**src/rtl/idxeor_pkg.sv**
```systemverilog
package idxeor_pkg;

  typedef enum logic [2:0] {
    HI_PC,
    HI_LATCH,
    HI_ZERO,
    HI_ONE,
    HI_FF
  } hiSel_e;

  typedef enum logic {
    LO_PC,
    LO_LATCH
  } loSel_e;

  typedef enum logic [1:0] {
    ALU_PASS,
    ALU_ADD,
    ALU_INC,
    ALU_XOR
  } aluOp_e;

  typedef enum logic [1:0] {
    LAT_HOLD,
    LAT_DATA,
    LAT_ALU
  } latSrc_e;

  typedef enum logic [2:0] {
    ST_OPC,
    ST_LO,
    ST_HI,
    ST_SPEC,
    ST_FIX
  } seqState_e;

  typedef struct packed {
    hiSel_e  hiSel;
    loSel_e  loSel;
    logic    pcInc;
    logic    dlLoad;
    aluOp_e  aluOp;
    latSrc_e adlSrc;
    latSrc_e adhSrc;
    logic    accLoad;
  } ctrl_t;

endpackage

```
**src/rtl/idxeor_ctrl.sv**
```systemverilog
module idxeor_ctrl
  import idxeor_pkg::*;
(
  input  logic  clk,
  input  logic  rstN,
  input  logic  carry,
  output ctrl_t ctrl,
  output logic  rdStrobe,
  output logic  syncStrobe
);

  seqState_e state;
  seqState_e stateNext;
  logic      pending;
  logic      pendingNext;

  always_comb begin
    ctrl        = '0;
    ctrl.hiSel  = HI_PC;
    ctrl.loSel  = LO_PC;
    ctrl.aluOp  = ALU_PASS;
    ctrl.adlSrc = LAT_HOLD;
    ctrl.adhSrc = LAT_HOLD;
    rdStrobe    = 1'b1;
    syncStrobe  = 1'b0;
    stateNext   = state;
    pendingNext = pending;
    case (state)
      ST_OPC: begin
        syncStrobe = 1'b1;
        ctrl.pcInc = 1'b1;
        ctrl.aluOp = ALU_XOR;
        stateNext  = ST_LO;
      end
      ST_LO: begin
        ctrl.pcInc   = 1'b1;
        ctrl.dlLoad  = 1'b1;
        ctrl.accLoad = pending;
        pendingNext  = 1'b0;
        stateNext    = ST_HI;
      end
      ST_HI: begin
        ctrl.pcInc  = 1'b1;
        ctrl.dlLoad = 1'b1;
        ctrl.aluOp  = ALU_ADD;
        ctrl.adlSrc = LAT_ALU;
        ctrl.adhSrc = LAT_DATA;
        stateNext   = ST_SPEC;
      end
      ST_SPEC: begin
        ctrl.hiSel  = HI_LATCH;
        ctrl.loSel  = LO_LATCH;
        ctrl.dlLoad = 1'b1;
        ctrl.aluOp  = ALU_INC;
        if (carry) begin
          ctrl.adhSrc = LAT_ALU;
          stateNext   = ST_FIX;
        end else begin
          pendingNext = 1'b1;
          stateNext   = ST_OPC;
        end
      end
      ST_FIX: begin
        ctrl.hiSel  = HI_LATCH;
        ctrl.loSel  = LO_LATCH;
        ctrl.dlLoad = 1'b1;
        pendingNext = 1'b1;
        stateNext   = ST_OPC;
      end
      default: stateNext = ST_OPC;
    endcase
  end

  always_ff @(posedge clk or negedge rstN) begin
    if (!rstN) begin
      state   <= ST_OPC;
      pending <= 1'b0;
    end else begin
      state   <= stateNext;
      pending <= pendingNext;
    end
  end

  AST_HI_THEN_SPEC: assert property (@(posedge clk) disable iff (!rstN)
    (state == ST_HI) |=> (state == ST_SPEC));
  AST_CARRY_FIX: assert property (@(posedge clk) disable iff (!rstN)
    (state == ST_SPEC && carry) |=> (state == ST_FIX));
  AST_NOCARRY_OPC: assert property (@(posedge clk) disable iff (!rstN)
    (state == ST_SPEC && !carry) |=> (state == ST_OPC));
  AST_FIX_OPC: assert property (@(posedge clk) disable iff (!rstN)
    (state == ST_FIX) |=> (state == ST_OPC));

endmodule

```
**src/rtl/idxeor_datapath.sv**
```systemverilog
module idxeor_datapath
  import idxeor_pkg::*;
#(
  parameter int                DATA_W   = 8,
  parameter logic [2*DATA_W-1:0] RESET_PC = '0
) (
  input  logic                clk,
  input  logic                rstN,
  input  ctrl_t               ctrl,
  input  logic                xLoad,
  input  logic [DATA_W-1:0]   xLoadVal,
  input  logic [DATA_W-1:0]   rdData,
  output logic [2*DATA_W-1:0] addr,
  output logic                carry,
  output logic [DATA_W-1:0]   accOut,
  output logic                zeroFlag,
  output logic                negFlag
);

  localparam logic [DATA_W:0]   ONE_W  = 1;
  localparam logic [DATA_W-1:0] ONE_B  = 1;
  localparam logic [DATA_W-1:0] ALL_B  = '1;

  logic [DATA_W-1:0] pcLo, pcHi;
  logic [DATA_W-1:0] adl, adh;
  logic [DATA_W-1:0] dataLatch;
  logic [DATA_W-1:0] aluReg;
  logic [DATA_W-1:0] acc;
  logic [DATA_W-1:0] xReg;
  logic              carryReg;
  logic [DATA_W:0]   aluWide;
  logic [DATA_W-1:0] aluRes;
  logic [DATA_W-1:0] addrHi, addrLo;

  always_comb begin
    case (ctrl.aluOp)
      ALU_ADD: aluWide = {1'b0, dataLatch} + {1'b0, xReg};
      ALU_INC: aluWide = {1'b0, dataLatch} + ONE_W;
      ALU_XOR: aluWide = {1'b0, acc ^ dataLatch};
      default: aluWide = {1'b0, aluReg};
    endcase
  end
  assign aluRes = aluWide[DATA_W-1:0];

  always_comb begin
    case (ctrl.hiSel)
      HI_PC:    addrHi = pcHi;
      HI_LATCH: addrHi = adh;
      HI_ONE:   addrHi = ONE_B;
      HI_FF:    addrHi = ALL_B;
      default:  addrHi = '0;
    endcase
    addrLo = (ctrl.loSel == LO_LATCH) ? adl : pcLo;
  end
  assign addr = {addrHi, addrLo};

  always_ff @(posedge clk or negedge rstN) begin
    if (!rstN) begin
      pcLo      <= RESET_PC[DATA_W-1:0];
      pcHi      <= RESET_PC[2*DATA_W-1:DATA_W];
      adl       <= '0;
      adh       <= '0;
      dataLatch <= '0;
      aluReg    <= '0;
      acc       <= '0;
      xReg      <= '0;
      carryReg  <= 1'b0;
      zeroFlag  <= 1'b0;
      negFlag   <= 1'b0;
    end else begin
      aluReg <= aluRes;
      if (ctrl.aluOp == ALU_ADD) carryReg <= aluWide[DATA_W];
      if (ctrl.pcInc) begin
        pcLo <= pcLo + ONE_B;
        if (pcLo == ALL_B) pcHi <= pcHi + ONE_B;
      end
      if (ctrl.dlLoad) dataLatch <= rdData;
      case (ctrl.adlSrc)
        LAT_DATA: adl <= rdData;
        LAT_ALU:  adl <= aluRes;
        default:  adl <= adl;
      endcase
      case (ctrl.adhSrc)
        LAT_DATA: adh <= rdData;
        LAT_ALU:  adh <= aluRes;
        default:  adh <= adh;
      endcase
      if (ctrl.accLoad) begin
        acc      <= aluReg;
        zeroFlag <= (aluReg == '0);
        negFlag  <= aluReg[DATA_W-1];
      end
      if (xLoad) xReg <= xLoadVal;
    end
  end

  assign carry  = carryReg;
  assign accOut = acc;

  AST_ACC_HOLD: assert property (@(posedge clk) disable iff (!rstN)
    !ctrl.accLoad |=> $stable(acc));
  AST_FLAGS_TRACK: assert property (@(posedge clk) disable iff (!rstN)
    ctrl.accLoad |=> (zeroFlag == (acc == '0)) && (negFlag == acc[DATA_W-1]));
  AST_PAGE_FIX: assert property (@(posedge clk) disable iff (!rstN)
    (ctrl.adhSrc == LAT_ALU) |=> (adh == $past(dataLatch) + ONE_B));
  AST_X_LOAD: assert property (@(posedge clk) disable iff (!rstN)
    xLoad |=> (xReg == $past(xLoadVal)));

endmodule

```
**src/rtl/idxeor_seq.sv**
```systemverilog
module idxeor_seq
  import idxeor_pkg::*;
#(
  parameter int          DATA_W   = 8,
  parameter logic [15:0] RESET_PC = 16'h0000
) (
  input  logic        clk,
  input  logic        rstN,
  input  logic        xLoad,
  input  logic [7:0]  xLoadVal,
  input  logic [7:0]  memRdData,
  output logic [15:0] memAddr,
  output logic        memRd,
  output logic        syncOut,
  output logic [7:0]  accOut,
  output logic        flagZ,
  output logic        flagN
);

  ctrl_t ctrl;
  logic  carry;

  idxeor_ctrl u_ctrl (
    .clk       (clk),
    .rstN      (rstN),
    .carry     (carry),
    .ctrl      (ctrl),
    .rdStrobe  (memRd),
    .syncStrobe(syncOut)
  );

  idxeor_datapath #(
    .DATA_W  (DATA_W),
    .RESET_PC(RESET_PC)
  ) u_dp (
    .clk     (clk),
    .rstN    (rstN),
    .ctrl    (ctrl),
    .xLoad   (xLoad),
    .xLoadVal(xLoadVal),
    .rdData  (memRdData),
    .addr    (memAddr),
    .carry   (carry),
    .accOut  (accOut),
    .zeroFlag(flagZ),
    .negFlag (flagN)
  );

  AST_LOW_BYTE_NEXT: assert property (@(posedge clk) disable iff (!rstN)
    syncOut |=> (memAddr == $past(memAddr) + 16'd1));

endmodule

```
**config.mk**
```make
export PLATFORM = sky130hd
export DESIGN_NAME = idxeor_seq
export DESIGN_NICKNAME = d
export VERILOG_FILES = /design/src/rtl/idxeor_pkg.sv /design/src/rtl/idxeor_ctrl.sv /design/src/rtl/idxeor_datapath.sv /design/src/rtl/idxeor_seq.sv
export SDC_FILE = /design/constraint.sdc
export NUM_CORES = 1
export LEC_CHECK = 0
export ABC_AREA = 1
export ABC_CLOCK_PERIOD_IN_PS = 2600
export BUFFER_PORTS_ARGS = -buffer_cell sky130_fd_sc_hd__buf_2
export CAP_MARGIN = 25
export CORE_MARGIN = 2
export CORE_UTILIZATION = 35
export CTS_CLUSTER_SIZE = 40
export DETAILED_ROUTE_END_ITERATION = 8
export SLEW_MARGIN = 0
export SYNTH_ARGS = -nofsm -noshare
export SYNTH_HDL_FRONTEND = slang
export SYNTH_SLANG_ARGS = --single-unit
```
**constraint.sdc**
```tcl
create_clock -name clk -period 2.6 [get_ports clk]
set_input_delay 0.52 -clock clk [delete_from_list [all_inputs] [get_ports clk]]
set_output_delay 0.52 -clock clk [all_outputs]
set_load 0.1 [all_outputs]
```
==> results.txt <==
n_diodes: 0
Final Instance Area: 0.00451 sq mm
drt total wl: 8.71 mm
chip height: 106 um
Placed Area: 0.00428 sq mm
worst-margin pin slew: 0.749 ns
All-Layer GR Usage: 16.7%
critical path required time: 2.08 ns
period utilization: 95.6%
H-Tree Depth: 3
grt ovf: 0
Max clock buf depth: 2
syn avg cell area: 8.27 sq um
Sink Count: 70
CTS tree: done
Startpoint Class: flip-flop
Initial DRT Pass Iterations: 4
post-synth top area cell: dfrtp_1
Die W: 106 um
Final Hold Viols: 0
syn_nets: 472
Netlist Area Pre-Place: 0.00365 sq mm
worst path arrival time: 1.97 ns
root buffer cell: clkbuf_8
max cap viols: 0
initial antenna violation count: 0
row count: 37
GPL Wtd Cong: 0.898
initial DRC count: 174
post-synth top area share: 48.0%
Num CTS Buffers: 9
DR WL/cell: 13.8 um
CP max stage cell: dfrtp_1
Nets: 523
Fin Clk Skew: 0.00854 ns
worst-path maximum fanout: 21
pin count of the biggest net entering global routing: 42
Final Max Tran Viols: 0
Routed Antenna Nets: 0
multi-input combinational cell area: 0.00161 sq mm
Worst-Skew Late Latency: 0.35 ns
CP Class: flip-flop to output pin
global-route wire length before repair: 14.7 mm
setup TNS: 0 ns
status: finished clean
I/O pin count: 47
worst min path class: input pin to async pin
Starting Density: 35.7%
synth top area cells: dfrtp_1 (48%), nand2_1 (13%), inv_1 (5.7%)
# DRC: 0
synthesis-stage register bit count: 70
vias in the first global route: 2960
Fill cells: 1001
fmax: 402 MHz
Synth warnings: 0
register area: 0.00175 sq mm
commonest cells after routing, fill and taps aside: nand2_1 (127), dfrtp_1 (70), inv_1 (55)
Buf+Inv Stages, Crit Path: 3
family with the most delay on the worst path: buffers and inverters
relative slew slack: 50.1%
die area: 0.0113 sq mm
most common cell after layout, fill and taps aside: nand2_1
CP Capture Type: output pin
post-synthesis sequential area ratio: 48.0%
IO buf count: 45
Core Area: 0.0102 sq mm
WP depth: 6
crit path cell chain: inv_1, nor2_1, nor2_4, buf_12, o21ai_1, buf_12
min Tclk post-route: 2.49 ns
r2r worst-path depth: 16
DPL Wire Length: 6.60 mm
synth-to-layout area growth: 23.5%
Post-Synthesis Cells: 441
layout cells sized above 1: 17.3%
clk slew on worst S/H paths: 0.08 ns
Final Instance Count excl. Fillers: 632
dpl cells: 615
endpoints failing setup: 0
Netlist cell types: 35
Hold WS: 0.229 ns
Via density: 4.67
cell repeated most along the worst path: buf_12
Via Count: 2952
max incr delay on CP: 0.45 ns
[cells in the mapped netlist]
| cell type | n |
|---|---|
| conb_1 | 1 |
| clkbuf_1 | 5 |
| o21ai_1 | 5 |
| inv_2 | 4 |
| nand3b_1 | 2 |
| xnor2_1 | 5 |
| o41ai_1 | 1 |
| nor3_1 | 4 |
| o221ai_1 | 1 |
| a21oi_2 | 1 |
| buf_6 | 3 |
| nand4_1 | 8 |
| buf_2 | 3 |
| buf_4 | 2 |
| o32ai_1 | 1 |
| nor2_4 | 3 |
| and3_1 | 1 |
| nand2_1 | 128 |
| a22oi_1 | 1 |
| nor2_1 | 20 |
| ha_1 | 11 |
| nor4_1 | 1 |
| or2_4 | 1 |
| dfrtp_1 | 70 |
| o211ai_1 | 3 |
| nand3_1 | 22 |
| a21oi_1 | 15 |
| clkinv_1 | 1 |
| inv_1 | 55 |
| mux2_4 | 3 |
| nor2_2 | 2 |
| xor2_1 | 17 |
| fa_1 | 1 |
| mux2_2 | 1 |
| o21ai_0 | 39 |
[metrics by stage]
step / worst slack [ns] / utilization (%)
detailed placement: 0.237 / 41.8
global placement: 0.261 / 41.8
finish: 0.113 / 44.0
global route: -0.000554 / 44.0
floorplan: -0.361 / -
CTS: 0.0447 / 43.7
[metal layers]
layer	up-vias	routed length, um	global-route usage [%]
met5	-	0	0
met4	0	214	6.67
met3	14	425	4.29
met2	81	3940	25.0
met1	1348	4130	23.1
li1	1509	-	-
[sequential cells by signal, summed over array words and instances (netlist names)]
name	flops
u_dp.dataLatch	8
u_dp.zeroFlag	1
u_dp.aluReg	8
u_ctrl.pending	1
u_dp.carry	1
u_dp.pcLo	8
u_dp.adh	8
u_dp.accOut	7
u_dp.xReg	8
u_dp.adl	8
u_ctrl.state	3
u_dp.pcHi	8
u_dp.negFlag	1
[path summary, 6_finish.rpt]
path,to,slack [ns],from
setup / recovery,memAddr[13],0.11,u_ctrl.state[2]$_DFF_PN0_
hold reg to reg,u_dp.pcLo[7]$_DFFE_PN0P_,0.47,u_dp.pcLo[7]$_DFFE_PN0P_
setup reg to reg,u_dp.adh[5]$_DFFE_PN0P_,0.29,u_ctrl.state[1]$_DFF_PN0_
max in group asynchronous,u_dp.dataLatch[5]$_DFFE_PN0P_,1.69,rstN
min in group clk,u_dp.xReg[6]$_DFFE_PN0P_,0.38,xLoadVal[6]
hold / removal,u_dp.pcHi[3]$_DFFE_PN0P_,0.23,rstN
[final cells by class]
cell class,instances,share of cell area (%)
multi-input combinational,298,35.7
inverter,60,5.00
sequential,70,38.9
timing repair buffer,53,12.5
clock buffer,11,3.14
tap,136,3.78
clock inverter,4,1.06
[logic make-up after synthesis]
logic type      synth area share [%]
compound gates                  9.88
xor+xnor                        5.28
fa+ha+maj                       4.32
buf+inv                         8.44
flops                           48.0
mux                             1.54
other cells                    0.103
simple gates                    22.4
[timing repair]
item / in CTS / in global routing
setup endpoints to repair: 11 / 12
pin swaps: 0 / 1
hold buffers: 0 / 0
setup buffers: 0 / 2
cloned: 0 / 0
resized for setup: 1 / 1
Power is not shown: default switching activity piles up to over one toggle a cycle in this logic, so the estimate is an artifact.
